==> src/rtl/pcnt_pkg.sv <==
package pcnt_pkg;
    localparam int CNT_W  = 16;
    localparam int FLT_W  = 10;
    localparam int NCH    = 2;
    localparam int DATA_W = 32;
    localparam int ADDR_W = 3;
    localparam int NEV    = 5;
    localparam int NIN    = 2 * NCH;

    // event bit order inside enables and flags
    localparam int EV_THR1 = 0;
    localparam int EV_THR0 = 1;
    localparam int EV_LOW  = 2;
    localparam int EV_HIGH = 3;
    localparam int EV_ZERO = 4;

    localparam logic [ADDR_W-1:0] A_LIM  = 3'd2;
    localparam logic [ADDR_W-1:0] A_THR  = 3'd3;
    localparam logic [ADDR_W-1:0] A_CTRL = 3'd4;
    localparam logic [ADDR_W-1:0] A_IRQ  = 3'd5;
    localparam logic [ADDR_W-1:0] A_CNT  = 3'd6;
    localparam logic [ADDR_W-1:0] A_STAT = 3'd7;

    localparam int CTRL_EV_LSB   = 2;
    localparam int CTRL_FEN      = CTRL_EV_LSB + NEV;
    localparam int CTRL_FTHR_LSB = CTRL_FEN + 1;

    typedef enum logic [1:0] {
        E_HOLD = 2'd0,
        E_INC  = 2'd1,
        E_DEC  = 2'd2,
        E_RSV  = 2'd3
    } edge_act_e;

    typedef enum logic [1:0] {
        L_KEEP = 2'd0,
        L_INV  = 2'd1,
        L_HOLD = 2'd2,
        L_RSV  = 2'd3
    } lvl_act_e;

    typedef enum logic [1:0] {
        ZC_POS_ZERO = 2'd0,
        ZC_NEG_ZERO = 2'd1,
        ZC_ZERO_NEG = 2'd2,
        ZC_ZERO_POS = 2'd3
    } zc_mode_e;

    typedef struct packed {
        logic [1:0] lo_act;
        logic [1:0] hi_act;
        logic [1:0] fall_act;
        logic [1:0] rise_act;
    } chan_cfg_t;

    localparam int CH_CFG_W = $bits(chan_cfg_t);

    typedef struct packed {
        chan_cfg_t [NCH-1:0] ch;
        logic [CNT_W-1:0]    hi_lim;
        logic [CNT_W-1:0]    lo_lim;
        logic [CNT_W-1:0]    thr0;
        logic [CNT_W-1:0]    thr1;
        logic                pause;
        logic                clr;
        logic [NEV-1:0]      ev_en;
        logic                flt_en;
        logic [FLT_W-1:0]    flt_thr;
        logic                irq_en;
    } unit_cfg_t;
endpackage

==> src/rtl/pcnt_cfg.sv <==
module pcnt_cfg
    import pcnt_pkg::*;
(
    input  logic              clk,
    input  logic              rst_n,
    input  logic              cfg_we,
    input  logic [ADDR_W-1:0] cfg_addr,
    input  logic [DATA_W-1:0] cfg_wdata,
    output unit_cfg_t         cfg_o,
    output logic              irq_clr_o
);
    unit_cfg_t cfg_d, cfg_q;

    always_comb begin
        cfg_d     = cfg_q;
        irq_clr_o = 1'b0;
        if (cfg_we) begin
            for (int c = 0; c < NCH; c++) begin
                if (cfg_addr == ADDR_W'(c)) cfg_d.ch[c] = cfg_wdata[CH_CFG_W-1:0];
            end
            case (cfg_addr)
                A_LIM: begin
                    cfg_d.hi_lim = cfg_wdata[CNT_W-1:0];
                    cfg_d.lo_lim = cfg_wdata[2*CNT_W-1:CNT_W];
                end
                A_THR: begin
                    cfg_d.thr0 = cfg_wdata[CNT_W-1:0];
                    cfg_d.thr1 = cfg_wdata[2*CNT_W-1:CNT_W];
                end
                A_CTRL: begin
                    cfg_d.pause   = cfg_wdata[0];
                    cfg_d.clr     = cfg_wdata[1];
                    cfg_d.ev_en   = cfg_wdata[CTRL_EV_LSB +: NEV];
                    cfg_d.flt_en  = cfg_wdata[CTRL_FEN];
                    cfg_d.flt_thr = cfg_wdata[CTRL_FTHR_LSB +: FLT_W];
                end
                A_IRQ: begin
                    cfg_d.irq_en = cfg_wdata[0];
                    irq_clr_o    = cfg_wdata[1];
                end
                default: ;
            endcase
        end
    end

    always_ff @(posedge clk or negedge rst_n) begin
        if (!rst_n) begin
            cfg_q        <= '0;
            cfg_q.hi_lim <= {1'b0, {(CNT_W-1){1'b1}}};
            cfg_q.lo_lim <= {1'b1, {(CNT_W-1){1'b0}}};
        end else begin
            cfg_q <= cfg_d;
        end
    end

    assign cfg_o = cfg_q;

    // a clear bit written high reaches the register on the next edge
    p_clr_capture_r11: assert property (@(posedge clk) disable iff (!rst_n)
        (cfg_we && cfg_addr == A_CTRL && cfg_wdata[1]) |=> cfg_q.clr);
endmodule

==> src/rtl/pcnt_infilt.sv <==
module pcnt_infilt #(
    parameter int FW = 10
) (
    input  logic          clk,
    input  logic          rst_n,
    input  logic          raw_i,
    input  logic          en_i,
    input  logic [FW-1:0] thr_i,
    output logic          filt_o
);
    typedef struct packed {
        logic          s1;
        logic          s2;
        logic          filt;
        logic [FW-1:0] cnt;
    } flt_st_t;

    flt_st_t st_d, st_q;
    logic [FW:0] cnt_inc;

    always_comb begin
        st_d    = st_q;
        st_d.s1 = raw_i;
        st_d.s2 = st_q.s1;
        cnt_inc = {1'b0, st_q.cnt} + {{FW{1'b0}}, 1'b1};
        if (st_q.s2 == st_q.filt) begin
            st_d.cnt = '0;
        end else if (!en_i || cnt_inc >= {1'b0, thr_i}) begin
            st_d.filt = st_q.s2;
            st_d.cnt  = '0;
        end else begin
            st_d.cnt = cnt_inc[FW-1:0];
        end
    end

    always_ff @(posedge clk or negedge rst_n) begin
        if (!rst_n) st_q <= '0;
        else        st_q <= st_d;
    end

    assign filt_o = st_q.filt;

    // a fresh level change is never accepted on its first cycle when T >= 2
    p_glitch_block_r12: assert property (@(posedge clk) disable iff (!rst_n)
        (en_i && thr_i > FW'(1) && st_q.s2 != st_q.filt && st_q.cnt == '0)
        |=> st_q.filt == $past(st_q.filt));
endmodule

==> src/rtl/pcnt_chan.sv <==
module pcnt_chan
    import pcnt_pkg::*;
(
    input  logic              clk,
    input  logic              rst_n,
    input  logic              pulse_i,
    input  logic              ctrl_i,
    input  chan_cfg_t         ccfg_i,
    output logic signed [1:0] step_o
);
    typedef struct packed {
        logic prev;
    } ch_st_t;

    ch_st_t st_d, st_q;
    logic rise, fall;
    edge_act_e eact;
    lvl_act_e lact;
    logic signed [1:0] base;

    always_comb begin
        st_d.prev = pulse_i;
        rise = pulse_i & ~st_q.prev;
        fall = ~pulse_i & st_q.prev;
        if (rise)      eact = edge_act_e'(ccfg_i.rise_act);
        else if (fall) eact = edge_act_e'(ccfg_i.fall_act);
        else           eact = E_HOLD;
        case (eact)
            E_INC:   base = 2'sd1;
            E_DEC:   base = -2'sd1;
            default: base = 2'sd0;
        endcase
        lact = lvl_act_e'(ctrl_i ? ccfg_i.hi_act : ccfg_i.lo_act);
        case (lact)
            L_KEEP:  step_o = base;
            L_INV:   step_o = -base;
            default: step_o = 2'sd0;
        endcase
    end

    always_ff @(posedge clk or negedge rst_n) begin
        if (!rst_n) st_q <= '0;
        else        st_q <= st_d;
    end

    // a pulse level that has not moved since the last edge asks for nothing
    p_idle_no_step_r2: assert property (@(posedge clk) disable iff (!rst_n)
        (pulse_i == $past(pulse_i)) |-> (step_o == 2'sd0));
endmodule

==> src/rtl/pcnt_unit.sv <==
module pcnt_unit
    import pcnt_pkg::*;
(
    input  logic              clk,
    input  logic              rst_n,
    input  logic [NCH-1:0]    sig_in,
    input  logic [NCH-1:0]    ctl_in,
    input  logic              cfg_we,
    input  logic [ADDR_W-1:0] cfg_addr,
    input  logic [DATA_W-1:0] cfg_wdata,
    output logic [DATA_W-1:0] cfg_rdata,
    output logic              irq_o
);
    localparam int XW  = CNT_W + 2;
    localparam int MSB = CNT_W - 1;

    typedef struct packed {
        logic [CNT_W-1:0] count;
        zc_mode_e         zc;
        logic [NEV-1:0]   flags;
        logic             irq_st;
    } core_t;

    unit_cfg_t cfg;
    logic irq_clr;
    logic [NIN-1:0] raw_in, filt;
    logic [NCH-1:0][1:0] step_w;

    core_t core_d, core_q;
    logic signed [XW-1:0] sum, nxt, cur_x, hi_x, lo_x, t0_x, t1_x;
    logic [NEV-1:0] ev_raw, ev_hit;

    pcnt_cfg u_cfg (
        .clk       (clk),
        .rst_n     (rst_n),
        .cfg_we    (cfg_we),
        .cfg_addr  (cfg_addr),
        .cfg_wdata (cfg_wdata),
        .cfg_o     (cfg),
        .irq_clr_o (irq_clr)
    );

    assign raw_in = {ctl_in, sig_in};

    for (genvar i = 0; i < NIN; i++) begin : g_in
        pcnt_infilt #(.FW(FLT_W)) u_flt (
            .clk    (clk),
            .rst_n  (rst_n),
            .raw_i  (raw_in[i]),
            .en_i   (cfg.flt_en),
            .thr_i  (cfg.flt_thr),
            .filt_o (filt[i])
        );
    end

    for (genvar c = 0; c < NCH; c++) begin : g_ch
        pcnt_chan u_chan (
            .clk     (clk),
            .rst_n   (rst_n),
            .pulse_i (filt[c]),
            .ctrl_i  (filt[NCH+c]),
            .ccfg_i  (cfg.ch[c]),
            .step_o  (step_w[c])
        );
    end

    always_comb begin
        sum = '0;
        for (int c = 0; c < NCH; c++) begin
            sum = sum + $signed({{CNT_W{step_w[c][1]}}, step_w[c]});
        end
        cur_x = $signed({{2{core_q.count[MSB]}}, core_q.count});
        hi_x  = $signed({{2{cfg.hi_lim[MSB]}}, cfg.hi_lim});
        lo_x  = $signed({{2{cfg.lo_lim[MSB]}}, cfg.lo_lim});
        t0_x  = $signed({{2{cfg.thr0[MSB]}}, cfg.thr0});
        t1_x  = $signed({{2{cfg.thr1[MSB]}}, cfg.thr1});
        nxt   = cur_x + sum;
    end

    always_comb begin
        core_d = core_q;
        ev_raw = '0;
        if (cfg.clr) begin
            core_d.count = '0;
        end else if (!cfg.pause && sum != '0) begin
            if (nxt >= hi_x) begin
                ev_raw[EV_HIGH] = 1'b1;
                core_d.count    = '0;
            end else if (nxt <= lo_x) begin
                ev_raw[EV_LOW] = 1'b1;
                core_d.count   = '0;
            end else begin
                core_d.count = nxt[CNT_W-1:0];
                if (nxt == t0_x) ev_raw[EV_THR0] = 1'b1;
                if (nxt == t1_x) ev_raw[EV_THR1] = 1'b1;
                if (cur_x > 0 && nxt <= 0) begin
                    ev_raw[EV_ZERO] = 1'b1;
                    core_d.zc       = ZC_POS_ZERO;
                end else if (cur_x < 0 && nxt >= 0) begin
                    ev_raw[EV_ZERO] = 1'b1;
                    core_d.zc       = ZC_NEG_ZERO;
                end else if (cur_x == 0 && nxt < 0) begin
                    ev_raw[EV_ZERO] = 1'b1;
                    core_d.zc       = ZC_ZERO_NEG;
                end else if (cur_x == 0 && nxt > 0) begin
                    ev_raw[EV_ZERO] = 1'b1;
                    core_d.zc       = ZC_ZERO_POS;
                end
            end
        end
        ev_hit        = ev_raw & cfg.ev_en;
        core_d.flags  = (irq_clr ? '0 : core_q.flags) | ev_hit;
        core_d.irq_st = (core_q.irq_st & ~irq_clr) | (|ev_hit);
    end

    always_ff @(posedge clk or negedge rst_n) begin
        if (!rst_n) core_q <= '0;
        else        core_q <= core_d;
    end

    assign irq_o = core_q.irq_st & cfg.irq_en;

    always_comb begin
        cfg_rdata = '0;
        for (int c = 0; c < NCH; c++) begin
            if (cfg_addr == ADDR_W'(c)) cfg_rdata = DATA_W'(cfg.ch[c]);
        end
        case (cfg_addr)
            A_LIM:  cfg_rdata = DATA_W'({cfg.lo_lim, cfg.hi_lim});
            A_THR:  cfg_rdata = DATA_W'({cfg.thr1, cfg.thr0});
            A_CTRL: cfg_rdata = DATA_W'({cfg.flt_thr, cfg.flt_en, cfg.ev_en, cfg.clr, cfg.pause});
            A_IRQ:  cfg_rdata = DATA_W'({core_q.irq_st, cfg.irq_en});
            A_CNT:  cfg_rdata = {{(DATA_W-CNT_W){core_q.count[MSB]}}, core_q.count};
            A_STAT: cfg_rdata = DATA_W'({core_q.flags, core_q.zc});
            default: ;
        endcase
    end

    p_pause_freeze_r10: assert property (@(posedge clk) disable iff (!rst_n)
        (cfg.pause && !cfg.clr) |=> core_q.count == $past(core_q.count));

    p_clear_zero_r11: assert property (@(posedge clk) disable iff (!rst_n)
        cfg.clr |=> core_q.count == '0);

    p_limit_wrap_r6: assert property (@(posedge clk) disable iff (!rst_n)
        (ev_raw[EV_HIGH] || ev_raw[EV_LOW]) |=> core_q.count == '0);

    p_set_wins_r9: assert property (@(posedge clk) disable iff (!rst_n)
        (|ev_hit) |=> core_q.irq_st);
endmodule

==> config.mk <==
export PLATFORM = sky130hd
export DESIGN_NAME = pcnt_unit
export DESIGN_NICKNAME = d
export VERILOG_FILES = /design/src/rtl/pcnt_pkg.sv /design/src/rtl/pcnt_cfg.sv /design/src/rtl/pcnt_infilt.sv /design/src/rtl/pcnt_chan.sv /design/src/rtl/pcnt_unit.sv
export SDC_FILE = /design/constraint.sdc
export NUM_CORES = 1
export LEC_CHECK = 0
export BUFFER_PORTS_ARGS = -buffer_cell sky130_fd_sc_hd__buf_4
export CORE_ASPECT_RATIO = 1.5
export CORE_MARGIN = 2
export CORE_UTILIZATION = 40
export DETAILED_ROUTE_END_ITERATION = 6
export PLACE_DENSITY_LB_ADDON = 0.15
export SKIP_CTS_REPAIR_TIMING = 1
export SLEW_MARGIN = 0
export SYNTH_ARGS = -nofsm -noshare
export SYNTH_HDL_FRONTEND = slang
export SYNTH_SLANG_ARGS = --single-unit
==> constraint.sdc <==
create_clock -name clk -period 7.6 [get_ports clk]
set_clock_uncertainty 0.05 [all_clocks]
set_input_delay 1.52 -clock clk [delete_from_list [all_inputs] [get_ports clk]]
set_output_delay 1.52 -clock clk [all_outputs]
set_load 0.005 [all_outputs]
==> impl_metrics.ini, run 1 <==
[outcome]
status = finished clean

[cts]
cts_htree_levels = 4
cts_tree = done
path_clk_slew_ns = 0.07
cts_sinks = 177
clockBufferDepth = 2
clock-root-buffer = clkbuf_16
numCtsBuffers = 17
clk_latency_ns = 0.45

[placement]
globalplace.congestion = 0.921
port_buffers = 74
dp.cells = 1653
dp_hpwl_um = 28700

[yosys]
synthTopCellsByCount = dfrtp_1 (161), ha_1 (100), nand2_1 (89), o21ai_0 (82), mux2_2 (74)
ys_dominant_reg_cell = dfrtp_1
yosysSeqAreaShare_pct = 37.7
ys_ff_latch = 177
yosysWarnings = 0
syn_area_um2 = 11800
yosys-top-cells-area = dfrtp_1 (34%), ha_1 (11%), mux2_2 (7.1%)
synth_async_sr_flop_share_pct = 100
ys_types = 82
synth_edf_count = 0
synth_nets = 1358
synth_top_area_cell = dfrtp_1
synth_cells = 1213
yosys.cell_count.top_type = dfrtp_1
synth_top_area_share_pct = 34.1
synth.avg_cell_area_um2 = 9.73

[grt]
grt_pass1_wl_um = 57900
gr-usage-all-layers_pct = 25.1
top_usage_layer = met2
met3_usage_pct = 3.77
antenna_found_initial = 0
grtUsageMet1_pct = 28.5
grt_use_met2_pct = 44.3
overflow = 0
grt_start_max_net_pins = 120
grt_pass1_vias = 9708

[finish]
diodes = 0
drive_gt1_share_pct = 18.8
instances_no_fill = 1685
fin_nets = 1422
finish.utilization_pct = 46.0
syn_to_final_growth_pct = 14.1

[die]
row_count = 77
coreArea_um2 = 29300
dieArea_um2 = 30900
die_w_um = 144
io_pins = 75
die_h_um = 214
initial_core_util_pct = 40.3

[detailed_routing]
wl_per_cell_um = 22.1
ant_nets = 0
vias_per_cell = 5.65
vias = 9524
drt-initial-drc-count = 416
drt_wl_total_um = 37300
first_pass_iters = 5
drc = 0

[sta]
tns_ns = 0
drv_slew = 0
fmaxAchievable_ghz = 0.144
relSlewSlack_pct = 27.5
holdWs_ns = 0.301
fin_crit_ns = 6.95
worst_pin_slew_ns = 1.09
hold_viol_final = 0
period_share_pct = 91.5
rsz0062_at_grt = false
finalSetupViolCount = 0

[power]
irDropWorstVdd_mv = 0.266
p_leak_nw = 6.28
p_per_area_nw_per_um2 = 362

[setup_path]
startpoint_type = flip-flop
cp-end-kind = flip-flop
worstPathArrival_ns = 7.28
path_max_fanout = 14
setup.worst_path.class = reg2reg
required_ns = 7.93

[worst_hold_path]
hp-class = reg2reg

[job]
maxCapViolCount = 0
-- registers in the layout (all words and copies together), names as in the netlist --
signal             cells
g_ch.u_chan.st_q       2
g_in.u_flt.st_d        4
g_in.u_flt.filt_o      4
core_q                24
g_in.u_flt.st_q       44
u_cfg.cfg_o           99
-- critical path: stages, from the launching register on --
cell and delay, ns:
dfrtp_1 0.41, nor2b_1 0.20, a22o_1 0.17, inv_1 0.05, ha_1 0.26, nor2_1 0.13, ha_1 0.22, fa_1 0.24
clkinvlp_4 0.27, buf_4 0.26, ha_1 0.47, nand2_1 0.18, o21ai_0 0.28, and2_1 0.25, and2_1 0.19, o21ai_1 0.12
a31oi_2 0.41, inv_1 0.17, ha_1 0.33, nand2b_1 0.08, a2111oi_1 0.44, o221ai_1 0.21, a21oi_1 0.25, o211a_2 0.43
o221a_1 0.26, nand4_1 0.08, nor4_1 0.28, or4_1 0.18
-- metrics by stage --
stage	setup WS (ns)	total power [mW]	cell area [um^2]
3_5_place_dp	0.276	3.89	12800
3_3_place_gp	0.465	3.88	12800
6_report	0.649	4.87	13500
5_1_grt	0.116	5.19	13500
4_1_cts	0.208	4.87	13400
2_1_floorplan	1.66	2.97	11800
-- path summary, 6_finish.rpt --
check                                                 start                          endpoint  slack [ns]  cells past startpoint
min in group asynchronous                             rst_n   g_in[0].u_flt.st_q[3]$_DFF_PN0_        1.12                      1
max reg2reg                g_in[1].u_flt.filt_o$_DFFE_PN0P_               core_q[0]$_DFF_PN0_        0.65                     27
min reg2reg                g_in[1].u_flt.st_d[11]$_DFF_PN0_  g_in[1].u_flt.st_q[11]$_DFF_PN0_        0.30                      0
min                        g_in[1].u_flt.st_d[11]$_DFF_PN0_  g_in[1].u_flt.st_q[11]$_DFF_PN0_        0.30                      0
max in group asynchronous                             rst_n   g_in[1].u_flt.st_q[9]$_DFF_PN0_        4.97                      2
max                        g_in[1].u_flt.filt_o$_DFFE_PN0P_               core_q[0]$_DFF_PN0_        0.65                     27
-- layout make-up --
type,count,area [um^2]
Fill cell,2878,15800
Clock inverter,13,184
Tap cell,395,494
Clock buffer,19,443
Inverter,59,225
Timing Repair Buffer,94,712
Multi-Input combinational cell,928,6950
Sequential cell,177,4450
-- layer usage --
metal | vias up | routed length, um
met3 | 80 | 1020
met1 | 4733 | 14300
met4 | 0 | 2210
met5 | - | 0
li1 | 4517 | -
met2 | 194 | 19800
-- power by group --
group	switching, mW	total, mW	leakage [nW]	internal (mW)
Combinational	1.52	2.58	3.78	1.06
Sequential	0.218	1.34	2.20	1.12
Clock	0.394	0.953	0.299	0.559
-- cells in the final DEF, fill, tap and decap left out, types with 34 or more instances in the layout --
| cell type | instances |
|---|---|
| ha_1 | 100 |
| mux2_2 | 74 |
| nand2_1 | 89 |
| a21o_1 | 37 |
| buf_4 | 93 |
| nor2b_1 | 60 |
| inv_1 | 58 |
| xnor2_1 | 42 |
| o21ai_0 | 82 |
| nand3_1 | 34 |
| a21oi_1 | 65 |
| nor2_1 | 52 |
| dfrtp_1 | 161 |
-- kinds of logic after synthesis --
kind of cell    after synthesis  synth area share, %
simple gates                360                 16.2
xor+xnor                     74                 5.73
flops                       177                 37.7
fa+ha+maj                   103                 11.1
buf+inv                     108                 3.53
compound gates              300                 16.7
mux                          91                 9.03
(Power assumes the default switching activity.)
==> inputs of run 2 (changes only) <==
--- a/config.mk
+++ b/config.mk
@@ -9,6 +9,7 @@
 export CORE_ASPECT_RATIO = 1.5
 export CORE_MARGIN = 2
 export CORE_UTILIZATION = 40
+export CTS_BUF_LIST = sky130_fd_sc_hd__clkbuf_16
 export DETAILED_ROUTE_END_ITERATION = 6
 export PLACE_DENSITY_LB_ADDON = 0.15
 export SKIP_CTS_REPAIR_TIMING = 1
==> impl_metrics.ini, run 2 (synthesized netlist as in run 1, its figures left out) <==
[placement]
port_buffers = 74
dp_hpwl_um = 28700
globalplace.congestion = 0.921

[die]
dieArea_um2 = 30900
initial_core_util_pct = 40.3
coreArea_um2 = 29300
io_pins = 75
die_h_um = 214
die_w_um = 144
row_count = 77

[grt]
grt_pass1_wl_um = 57900
grt_start_max_net_pins = 120
antenna_found_initial = 0
grt_pass1_vias = 9711
overflow = 0
gr-usage-all-layers_pct = 25.1

[setup_path]
r2r_setup_slack_ns = 0.60
path_max_fanout = 14
cpMaxStageDelayCell = a2111oi_1
startpoint_type = flip-flop
crit_buf_inv = 4
cp-end-kind = flip-flop
r2r_end = core_q[0]$_DFF_PN0_
r2r_start = g_in[1].u_flt.filt_o$_DFFE_PN0P_
r2r_cells = 27
path_delay_family = compound AO/OA/AOI/OAI gates
worstPathArrival_ns = 7.34
setup.worst_path.class = reg2reg
critPathMostFrequentCell = ha_1
slowest_delay_ns = 0.49
required_ns = 7.93

[sta]
drv_slew = 0
fin_crit_ns = 7.00
tns_ns = 0
relSlewSlack_pct = 27.6
finalSetupViolCount = 0
worst_pin_slew_ns = 1.08
period_share_pct = 92.1
fmaxAchievable_ghz = 0.143
hold_viol_final = 0
rsz0062_at_grt = false

[finish]
fin_nets = 1422
largest_register_ffs = 99
final_common_cell = dfrtp_1
syn_to_final_growth_pct = 14.0
diodes = 0
ff_latch_area_um2 = 4450
final_cell_mix = dfrtp_1 (161), ha_1 (100), buf_4 (93)
multi_input_area_um2 = 6950
drive_gt1_share_pct = 18.7
nFillCells = 2879

[detailed_routing]
wl_per_cell_um = 22.2
drt-initial-drc-count = 407
ant_nets = 0
vias_per_cell = 5.68
drt_wl_total_um = 37400
vias = 9570
drc = 0
first_pass_iters = 5

[cts]
clk_latency_ns = 0.45
cts_sinks = 177
clock-root-buffer = clkbuf_16
clockBufferDepth = 2
cts_htree_levels = 4
cts_tree = done
path_clk_slew_ns = 0.07
numCtsBuffers = 17

[worst_hold_path]
hp-class = reg2reg
min-delay-start = g_in[1].u_flt.st_d[11]$_DFF_PN0_
min_to = g_in[1].u_flt.st_q[11]$_DFF_PN0_
min_path_cells = 0

[outcome]
status = finished clean

[power]
irDropWorstVdd_mv = 0.266
p_leak_nw = 6.28
total_power_mw = 4.86
p_per_area_nw_per_um2 = 362

[job]
maxCapViolCount = 0
## run 2: cell count changes in the layout (fill, tap and decap cells not counted)
cell and change:
clkbuf_1 -1, clkbuf_8 -1, clkinv_1 +1, inv_1 +1
## run 2: worst reg2reg max path, cell delays in order, from the launching register on
cell,delay [ns]
dfrtp_1,0.41
nor2b_1,0.20
a22o_1,0.17
inv_1,0.05
ha_1,0.26
nor2_1,0.13
ha_1,0.22
fa_1,0.24
clkinvlp_4,0.27
buf_4,0.27
ha_1,0.48
nand2_1,0.19
o21ai_0,0.28
and2_1,0.25
and2_1,0.19
o21ai_1,0.12
a31oi_2,0.41
inv_1,0.17
ha_1,0.33
nand2b_1,0.08
a2111oi_1,0.49
o221ai_1,0.22
a21oi_1,0.24
o211a_2,0.43
o221a_1,0.26
nand4_1,0.08
nor4_1,0.28
or4_1,0.18
## run 2: metrics by stage
| stage | util (%) | instance area [um^2] | std cells | setup slack (ns) | hold WS, ns |
|---|---|---|---|---|---|
| 3_5_place_dp | 43.8 | 12800 | 1653 | 0.276 | 0.285 |
| 2_1_floorplan | - | 11800 | 1213 | 1.66 | 0.281 |
| 6_report | 45.9 | 13500 | 1685 | 0.597 | 0.302 |
| 5_1_grt | 45.9 | 13500 | 1685 | 0.116 | 0.317 |
| 4_1_cts | 45.9 | 13400 | 1685 | 0.208 | 0.303 |
| 3_3_place_gp | 43.8 | 12800 | 1653 | 0.465 | 0.283 |
## run 2: worst max path at each step
stage                                     start             endpoint  slack [ns]  depth (start not counted)
2_1_floorplan  g_in[1].u_flt.filt_o$_DFFE_PN0P_  core_q[0]$_DFF_PN0_        1.66                         26
3_3_place_gp   g_in[1].u_flt.filt_o$_DFFE_PN0P_  core_q[0]$_DFF_PN0_        0.46                         26
3_5_place_dp   g_in[0].u_flt.filt_o$_DFFE_PN0P_  core_q[0]$_DFF_PN0_        0.28                         27
4_1_cts        g_in[0].u_flt.filt_o$_DFFE_PN0P_  core_q[0]$_DFF_PN0_        0.21                         27
5_1_grt        g_in[0].u_flt.filt_o$_DFFE_PN0P_  core_q[0]$_DFF_PN0_        0.12                         27
6_report       g_in[1].u_flt.filt_o$_DFFE_PN0P_  core_q[0]$_DFF_PN0_        0.60                         27
## run 2: layout make-up
cell class	instances	share of cell area, %
tap	395	3.67
clock inverter	15	1.42
inverter	59	1.67
sequential	177	33.1
clock buffer	17	3.16
timing repair buffer	94	5.29
multi-input combinational	928	51.7
## run 2: power by group
group	internal (mW)	switching (mW)
Combinational	1.06	1.52
Clock	0.547	0.395
Sequential	1.12	0.218
## run 2: per-layer routing
layer	global-route usage [%]	wire length (um)	vias to the layer above
li1	-	-	4516
met1	28.5	14300	4764
met2	44.4	19700	210
met3	3.77	1120	80
met4	13.9	2220	0
met5	0	0	-
